===== config.mk =====
export PLATFORM = sky130hd
export DESIGN_NAME = acc_rot_daa
export DESIGN_NICKNAME = d
export VERILOG_FILES = /design/src/rtl/acc_rot_daa_pkg.sv /design/src/rtl/ard_rotator.sv /design/src/rtl/ard_decadj.sv /design/src/rtl/ard_op_timer.sv /design/src/rtl/acc_rot_daa.sv
export SDC_FILE = /design/constraint.sdc
export NUM_CORES = 1
export LEC_CHECK = 0
export ABC_AREA = 1
export BUFFER_PORTS_ARGS = -buffer_cell sky130_fd_sc_hd__buf_2
export CAP_MARGIN = 15
export CORE_ASPECT_RATIO = 0.75
export CORE_MARGIN = 2
export CORE_UTILIZATION = 57
export CTS_CLUSTER_DIAMETER = 40
export DETAILED_ROUTE_END_ITERATION = 8
export GPL_TIMING_DRIVEN = 0
export HOLD_SLACK_MARGIN = 0.1
export PLACE_DENSITY = 0.89
export SLEW_MARGIN = 20
export SYNTH_ARGS = -nofsm -noshare
export SYNTH_HDL_FRONTEND = slang
export SYNTH_HIERARCHICAL = 1
export SYNTH_SLANG_ARGS = --single-unit

===== constraint.sdc =====
create_clock -name clk -period 4.4 [get_ports clk]
set_input_delay 0.44 -clock clk [delete_from_list [all_inputs] [get_ports clk]]
set_output_delay 0.44 -clock clk [all_outputs]
set_load 0.01 [all_outputs]

===== src/rtl/acc_rot_daa_pkg.sv =====
package acc_rot_daa_pkg;

    localparam int ACC_W = 8;
    localparam int NIB_W = ACC_W / 2;
    localparam int OP_W  = 3;

    typedef enum logic [OP_W-1:0] {
        OP_RLC = 3'd0,
        OP_RRC = 3'd1,
        OP_RAL = 3'd2,
        OP_RAR = 3'd3,
        OP_DAA = 3'd4
    } op_e;

    typedef struct packed {
        logic [ACC_W-1:0] acc;
        logic             cy;
        logic             ac;
        logic             sgn;
        logic             zro;
        logic             par;
    } flag_set_t;

    typedef struct packed {
        logic [OP_W-1:0] op;
        flag_set_t       val;
    } opnd_t;

endpackage


===== src/rtl/ard_rotator.sv =====
module ard_rotator
    import acc_rot_daa_pkg::*;
(
    input  logic [1:0]       mode_i,   // bit0: right, bit1: through carry
    input  logic [ACC_W-1:0] acc_i,
    input  logic             cy_i,
    output logic [ACC_W-1:0] acc_o,
    output logic             cy_o
);
    logic right;
    logic thru;
    logic fill_bit;

    assign right = mode_i[0];
    assign thru  = mode_i[1];

    always_comb begin
        if (thru)
            fill_bit = cy_i;
        else if (right)
            fill_bit = acc_i[0];
        else
            fill_bit = acc_i[ACC_W-1];

        if (right) begin
            acc_o = {fill_bit, acc_i[ACC_W-1:1]};
            cy_o  = acc_i[0];
        end else begin
            acc_o = {acc_i[ACC_W-2:0], fill_bit};
            cy_o  = acc_i[ACC_W-1];
        end
    end
endmodule


===== src/rtl/ard_decadj.sv =====
module ard_decadj
    import acc_rot_daa_pkg::*;
(
    input  logic [ACC_W-1:0] acc_i,
    input  logic             cy_i,
    input  logic             ac_i,
    output flag_set_t        res_o
);
    localparam logic [NIB_W:0]   LIMIT    = (NIB_W+1)'(9);
    localparam logic [ACC_W:0]   LO_ADD   = (ACC_W+1)'(6);
    localparam logic [ACC_W:0]   HI_ADD   = (ACC_W+1)'(6) << NIB_W;

    logic             lo_fix;
    logic             hi_fix;
    logic [NIB_W:0]   lo_sum;
    logic [ACC_W:0]   stage1;
    logic [ACC_W:0]   stage2;
    logic [NIB_W:0]   upper;

    always_comb begin
        lo_fix = ({1'b0, acc_i[NIB_W-1:0]} > LIMIT) || ac_i;
        lo_sum = {1'b0, acc_i[NIB_W-1:0]} + (NIB_W+1)'(6);
        stage1 = {1'b0, acc_i} + (lo_fix ? LO_ADD : '0);
        upper  = stage1[ACC_W:NIB_W];
        hi_fix = (upper > LIMIT) || cy_i;
        stage2 = stage1 + (hi_fix ? HI_ADD : '0);

        res_o.acc = stage2[ACC_W-1:0];
        res_o.ac  = lo_fix & lo_sum[NIB_W];
        res_o.cy  = cy_i | stage2[ACC_W];
        res_o.sgn = stage2[ACC_W-1];
        res_o.zro = (stage2[ACC_W-1:0] == '0);
        res_o.par = ~^stage2[ACC_W-1:0];
    end
endmodule


===== src/rtl/ard_op_timer.sv =====
module ard_op_timer #(
    parameter int LAT = 4
) (
    input  logic clk,
    input  logic rst_n,
    input  logic start_i,
    output logic accept_o,
    output logic fire_o,
    output logic busy_o
);
    localparam int CNT_W = (LAT > 2) ? $clog2(LAT) : 1;

    typedef struct packed {
        logic             busy;
        logic [CNT_W-1:0] cnt;
    } tmr_t;

    tmr_t tmr_d, tmr_q;

    always_comb begin
        tmr_d    = tmr_q;
        accept_o = start_i && !tmr_q.busy;
        fire_o   = tmr_q.busy && (tmr_q.cnt == '0);
        if (accept_o) begin
            tmr_d.busy = 1'b1;
            tmr_d.cnt  = CNT_W'(LAT - 1);
        end else if (fire_o) begin
            tmr_d.busy = 1'b0;
        end else if (tmr_q.busy) begin
            tmr_d.cnt  = tmr_q.cnt - 1'b1;
        end
    end

    always_ff @(posedge clk) begin
        if (!rst_n) tmr_q <= '0;
        else        tmr_q <= tmr_d;
    end

    assign busy_o = tmr_q.busy;
endmodule


===== src/rtl/acc_rot_daa.sv =====
module acc_rot_daa
    import acc_rot_daa_pkg::*;
#(
    parameter int LATENCY = 4
) (
    input  logic             clk,
    input  logic             rst_n,
    input  logic             start_i,
    input  logic [OP_W-1:0]  op_i,
    input  logic [ACC_W-1:0] acc_i,
    input  logic             cy_i,
    input  logic             ac_i,
    input  logic             sign_i,
    input  logic             zero_i,
    input  logic             par_i,
    output logic             busy_o,
    output logic             done_o,
    output logic [ACC_W-1:0] acc_o,
    output logic             cy_o,
    output logic             ac_o,
    output logic             sign_o,
    output logic             zero_o,
    output logic             par_o
);
    typedef struct packed {
        opnd_t     opnd;
        flag_set_t res;
        logic      done;
    } unit_t;

    unit_t st_d, st_q;

    logic             accept;
    logic             fire;
    logic [ACC_W-1:0] rot_acc;
    logic             rot_cy;
    flag_set_t        daa_res;
    flag_set_t        next_res;

    ard_op_timer #(.LAT(LATENCY)) timer_i (
        .clk      (clk),
        .rst_n    (rst_n),
        .start_i  (start_i),
        .accept_o (accept),
        .fire_o   (fire),
        .busy_o   (busy_o)
    );

    ard_rotator rot_i (
        .mode_i (st_q.opnd.op[1:0]),
        .acc_i  (st_q.opnd.val.acc),
        .cy_i   (st_q.opnd.val.cy),
        .acc_o  (rot_acc),
        .cy_o   (rot_cy)
    );

    ard_decadj daa_i (
        .acc_i (st_q.opnd.val.acc),
        .cy_i  (st_q.opnd.val.cy),
        .ac_i  (st_q.opnd.val.ac),
        .res_o (daa_res)
    );

    always_comb begin
        next_res = st_q.opnd.val;
        case (st_q.opnd.op)
            OP_RLC, OP_RRC, OP_RAL, OP_RAR: begin
                next_res.acc = rot_acc;
                next_res.cy  = rot_cy;
            end
            OP_DAA:  next_res = daa_res;
            default: next_res = st_q.opnd.val;
        endcase

        st_d      = st_q;
        st_d.done = fire;
        if (accept) begin
            st_d.opnd.op      = op_i;
            st_d.opnd.val.acc = acc_i;
            st_d.opnd.val.cy  = cy_i;
            st_d.opnd.val.ac  = ac_i;
            st_d.opnd.val.sgn = sign_i;
            st_d.opnd.val.zro = zero_i;
            st_d.opnd.val.par = par_i;
        end
        if (fire)
            st_d.res = next_res;
    end

    always_ff @(posedge clk) begin
        if (!rst_n) st_q <= '0;
        else        st_q <= st_d;
    end

    assign done_o = st_q.done;
    assign acc_o  = st_q.res.acc;
    assign cy_o   = st_q.res.cy;
    assign ac_o   = st_q.res.ac;
    assign sign_o = st_q.res.sgn;
    assign zero_o = st_q.res.zro;
    assign par_o  = st_q.res.par;
endmodule


==> impl_metrics.csv, run 1 <==
group,metric,value,unit
status,status,"finished clean",
global_route,first_global_vias,2060,
yosys,seq_area_frac_synth,0.300,
yosys,syn_area_per_cell,6.73,sq um
global_route,grt_first_pass_wirelength,8610,um
cells_and_area,layout_common_cells,"nor2_1, nand2_1, nand3_1",
drt,wl_per_cell,11.8,um
worst_setup_path,critPathArrivalTime,4380,ps
min_path,worstHoldStart,"acc_i[4]",
drt,final_antenna_net_count,0,
min_path,hold_class,"input pin to flip-flop",
clocking,clk_pin_slew,70,ps
power,vdd_drop_max,0.239,mV
drt,num_vias,2153,
timing,tightest_slew,360,ps
die,die_w,75.7,um
run,max_cap_viol_count,0,
worst_setup_path,path_common_cell,"nand2_1",
timing,rsz0062_at_grt,"false",
power,p_per_area,360,nW/um^2
min_path,hold_depth,3,
place,io_buffers,33,
global_route,grt_max_degree,11,
worst_setup_path,worstSetupPathType,"flip-flop to flip-flop",
die,dieArea,4380,sq um
die,die_h,57.8,um
min_path,worst_hold_path.endpoint,"st_q[23]",
worst_setup_path,crit_chain,"o21ai_2, inv_1, or2_2, ha_1, fa_1, nand2_1, inv_2, nand2_1, nand2_1, nand2_1, nand3_1, nand2_1, nand2_1, ha_1, fa_1, xnor2_1, ha_1, xnor2_2, xnor2_1, nand3_1, nand2_1, nor2_1, nor2_1",
cells_and_area,drive_gt1_frac,0.228,
clocking,cts_tree,"yes",
clocking,cts.htree.levels,2,
worst_setup_path,crit_path_max_incr_delay,440,ps
global_route,gr-total-overflow,0,
yosys,ys_ff_latch,33,
yosys,netlist_area,2200,sq um
yosys,yosysWarnings,6,
worst_setup_path,worstSetupStartpointType,"flip-flop",
clocking,clock_sinks,33,
timing,period_share,0.944,
die,design.core.area,3680,sq um
place,dp_worst_setup_slack,164,ps
drt,drc,0,
global_route,grt_usage,0.257,
drt,via_per_inst,5.13,
cells_and_area,syn_to_final_growth,16.3,%
timing,setup_viol,0,
place,hpwl,3780,um
yosys,syn_inst,327,
worst_setup_path,reg2reg_slack,250,ps
timing,setup_ws,246,ps
global_route,antenna_found_initial,0,
timing,finClkSkew,3.17,ps
clocking,post_cts_buffers,0,
clocking,clock_path_buffers,2,
drt,drt_wl_total,4960,um
worst_setup_path,r2r_start,"st_q[21]",
worst_setup_path,end_kind,"flip-flop",
drt,dr.first_iter.drc_count,224,
worst_setup_path,cp_max_fo,7,
timing,min_period,4150,ps
yosys,synth_cell_types,29,
timing,final_hold_viol_count,0,
yosys,synth_nets,358,
timing,drv_slew,0,
cells_and_area,diodes,0,
die,start_util,0.597,
timing,setup_tns,0,ps
worst_setup_path,cpMaxStageDelayCell,"fa_1",
drt,dr.pass1.iters,4,
worst_setup_path,r2r_end,"par_o",
die,fp-row-count,19,
place,gp_congestion,0.962,
clocking,root_buffer,"clkbuf_8",
clocking,numCtsBuffers,5,
timing,slew_headroom,0.760,
worst_setup_path,r2r_cells,23,
power,power.leakage,1.33,nW
die,ios,34,
worst_setup_path,cp.required,4630,ps
cells_and_area,fill_cells,317,
clocking,clkLatencyLatePin,290,ps
timing,max_freq,0.241,GHz
cells_and_area,nNetsFinal,398,
==> cells in the mapped netlist <==
master | number | share of area
nand2_1 | 53 | 0.090
nor2_1 | 53 | 0.090
nand3_1 | 44 | 0.10
inv_1 | 37 | 0.063
dfxtp_1 | 33 | 0.30
a21oi_1 | 20 | 0.046
o21ai_0 | 19 | 0.043
buf_4 | 14 | 0.048
ha_1 | 10 | 0.057
inv_2 | 6 | 0.010
o21ai_1 | 5 | 0.011
buf_6 | 4 | 0.020
xnor2_1 | 4 | 0.016
buf_2 | 3 | 0.0068
nand2_2 | 3 | 0.0085
nand3_2 | 3 | 0.014
fa_1 | 2 | 0.018
nand2_4 | 2 | 0.010
nor2_4 | 2 | 0.010
a21o_1 | 1 | 0.0034
buf_1 | 1 | 0.0017
clkinv_1 | 1 | 0.0017
inv_6 | 1 | 0.0040
o21a_1 | 1 | 0.0034
o21bai_2 | 1 | 0.0051
or2_1 | 1 | 0.0028
or2_2 | 1 | 0.0028
xor2_1 | 1 | 0.0040
xor2_2 | 1 | 0.0074
==> report_power, final <==
group | leakage (nW) | switching [W] | internal, W
combinational | 1.00 | 0.000152 | 0.000117
clock | 0.0585 | 0.000115 | 0.000185
sequential | 0.272 | 0.0000257 | 0.000325
==> sequential cells by signal, indices dropped and copies added (netlist names) <==
name	count
zero_o	1
cy_o	1
sign_o	1
ac_o	1
acc_o	8
par_o	1
timer_i/tmr_q	2
st_q	16
timer_i/busy_o	1
done_o	1
==> stage by stage <==
step	area, sq um	instances	power [W]	util	hold WS, ps
6_report	2560	420	0.000920	0.694	364
5_1_grt	2560	420	0.000970	0.694	394
2_1_floorplan	2200	327	0.000544	-	434
3_3_place_gp	2430	412	0.000603	0.659	449
4_1_cts	2550	420	0.000911	0.691	372
3_5_place_dp	2430	412	0.000612	0.659	456
==> kinds of logic after synthesis <==
kind of cell | share of synthesized area
simple gates | 0.329
buf+inv | 0.156
compound gates | 0.112
flops | 0.300
fa+ha+maj | 0.0751
xor+xnor | 0.0273
==> final cells by class <==
| cell class | count | area, sq um | share of cell area |
|---|---|---|---|
| Inverter | 45 | 174 | 0.0680 |
| Tap cell | 52 | 65.1 | 0.0254 |
| Sequential cell | 33 | 662 | 0.259 |
| Buffer | 22 | 169 | 0.0660 |
| Multi-Input combinational cell | 227 | 1210 | 0.472 |
| Clock inverter | 1 | 30.0 | 0.0117 |
| Timing Repair Buffer | 33 | 165 | 0.0645 |
| Clock buffer | 7 | 86.3 | 0.0337 |
==> layer usage <==
metal	track usage	routed length [um]	part of all wire	up-vias
li1	-	-	-	1105
met1	0.330	2230	0.45	967
met2	0.425	2280	0.46	69
met3	0.0539	353	0.071	12
met4	0.0952	88	0.018	0
met5	0	0	0	-
==> what timing repair did <==
item	4_1_cts	5_1_grt
endpoints found under the setup margin	0	1
resized for setup	0	4
hold buffers	0	0
==> worst max path at each step <==
stage,start,slack [ps],endpoint,cells past startpoint
floorplan,st_q[21],690,par_o,23
global placement,st_q[21],360,par_o,23
detailed placement,st_q[21],160,par_o,23
CTS,st_q[21],140,par_o,23
global route,st_q[20],40,par_o,23
finish,st_q[21],250,par_o,23
==> critical path, delay by kind of cell, from the launching register on <==
kind / cells / cell delay [ps]
AOI/OAI and AO/OA: 1 / 150
DFF: 1 / 370
buffers and inverters: 2 / 160
and+or+nand+nor: 12 / 1220
adders and majority gates: 5 / 1620
xor gates and xnor gates: 3 / 540
(Power assumes the default switching activity.)
==> inputs of run 2 (changes only) <==
- RECOVER_POWER: default -> 25
==> run 2 against run 1 <==
  * Non-clock buffer count unchanged
  * Worst setup slack improved by 11 ps
  * Via count up 0.42%
  * Die area unchanged
  * Hold slack gained 7.5 ps
  * Wire length rose by 0.30%
  * First-iteration DRC count up 4.5%
  * Flip-flop and latch count unchanged
  * Core utilization fell by 0.31 points
  * Global-route usage stayed put
==> impl_metrics.csv, run 2 (synthesis results as in run 1) <==
group,metric,value,unit
status,status,"finished clean",
clocking,hold_buffers,0,
power,total_power,0.000915,W
timing,final_hold_viol_count,0,
cells_and_area,largest_reg_flops,16,
die,fp-row-count,19,
drt,dr.pass1.iters,4,
min_path,hold_class,"input pin to flip-flop",
worst_setup_path,worstSetupPathType,"flip-flop to flip-flop",
cells_and_area,fin_util,0.691,
cells_and_area,layout_common_cells,"nor2_1, nand2_1, nand3_1",
drt,via_per_inst,5.15,
global_route,grt_first_pass_wirelength,8610,um
drt,wl_per_cell,11.8,um
place,gp_congestion,0.962,
clocking,clkLatencyLatePin,290,ps
timing,min_period,4140,ps
timing,rsz0062_at_grt,"false",
timing,period_share,0.941,
die,start_util,0.597,
power,vdd_drop_max,0.236,mV
timing,setup_tns,0,ps
global_route,grt_usage,0.257,
power,p_per_area,359,nW/um^2
global_route,first_global_vias,2060,
place,dpl.cell_count,412,
global_route,grt_max_degree,11,
drt,final_antenna_net_count,0,
global_route,antenna_found_initial,0,
worst_setup_path,cp_max_fo,7,
worst_setup_path,worstSetupStartpointType,"flip-flop",
place,hpwl,3780,um
drt,num_vias,2162,
timing,max_freq,0.241,GHz
run,max_cap_viol_count,0,
clocking,clock_sinks,33,
cells_and_area,regMostFlops,"st_q",
timing,finClkSkew,2.96,ps
clocking,cts_tree,"yes",
timing,slew_headroom,0.761,
clocking,clock_path_buffers,2,
clocking,clk_pin_slew,70,ps
worst_setup_path,critPathArrivalTime,4370,ps
cells_and_area,nNetsFinal,398,
cells_and_area,final-seq-area,662,sq um
die,die_w,75.7,um
die,die_h,57.8,um
drt,dr.first_iter.drc_count,234,
worst_setup_path,cp.required,4630,ps
cells_and_area,finalNonFillerCells,420,
global_route,gr-total-overflow,0,
timing,setup_viol,0,
place,io_buffers,33,
drt,drt_wl_total,4980,um
clocking,numCtsBuffers,5,
drt,drc,0,
worst_setup_path,end_kind,"flip-flop",
power,power.leakage,1.30,nW
timing,tightest_slew,358,ps
die,ios,34,
die,design.core.area,3680,sq um
clocking,cts.htree.levels,2,
cells_and_area,multi_input_area,1210,sq um
cells_and_area,syn_to_final_growth,15.8,%
die,dieArea,4380,sq um
timing,drv_slew,0,
cells_and_area,drive_gt1_frac,0.204,
clocking,root_buffer,"clkbuf_8",
cells_and_area,diodes,0,
cells_and_area,fill_cells,325,
[run 2: changes by cell type in the layout (fill, tap and decap cells not counted), sizes merged]
cell,change
clkbuf,+9
buf,-9
[run 2: metal layers]
metal  wire length (um)  GRT usage
met2               2320      0.425
met1               2230      0.330
met4                 85     0.0952
met3                348     0.0539
met5                  0          0
[run 2: through the flow]
step	cell area [sq um]	setup WS [ps]	hold WS, ps
after floorplan	2200	687	434
after global placement	2430	363	449
after detailed placement	2430	164	456
after CTS	2550	136	372
after global routing	2550	38.7	394
final	2550	258	372
[run 2: worst paths after layout]
kind                          from               end  slack [ps]  depth (start not counted)
setup reg to reg          st_q[21]             par_o         260                         23
hold reg to reg   timer_i/tmr_q[1]  timer_i/tmr_q[1]         470                          2
setup / recovery          st_q[21]             par_o         260                         23
hold / removal            acc_i[4]          st_q[23]         370                          3
[run 2: cell type report]
cell class | count | area share
buffer | 22 | 0.0663
sequential | 33 | 0.260
inverter | 45 | 0.0683
clock buffer | 7 | 0.0339
timing repair buffer | 33 | 0.0604
clock inverter | 1 | 0.0118
multi-input combinational | 227 | 0.474
tap | 52 | 0.0255
[run 2: repair_timing]
item | 4_1_cts | 5_1_grt
endpoints found under the setup margin | 0 | 1
gates resized for setup | 0 | 4
setup buffers | 0 | 0
[run 2: critical path: stages (launching register included)]
cell	delay [ps]
dfxtp_2	370
o21ai_2	160
inv_1	80
or2_2	320
ha_1	220
fa_1	400
nand2_1	150
inv_2	90
nand2_1	70
nand2_1	50
nand2_1	80
nand3_1	70
nand2_1	60
nand2_1	100
ha_1	230
fa_1	440
xnor2_1	160
ha_1	340
xnor2_2	200
xnor2_1	170
nand3_1	110
nand2_1	70
nor2_1	40
nor2_1	90
[run 2: report_power, final]
group	total, W	leakage (nW)	switching (W)	internal (W)
sequential	0.000351	0.272	0.0000259	0.000325
clock	0.000296	0.0585	0.000112	0.000185
combinational	0.000267	0.966	0.000152	0.000115
total	0.000915	1.30	0.000290	0.000625
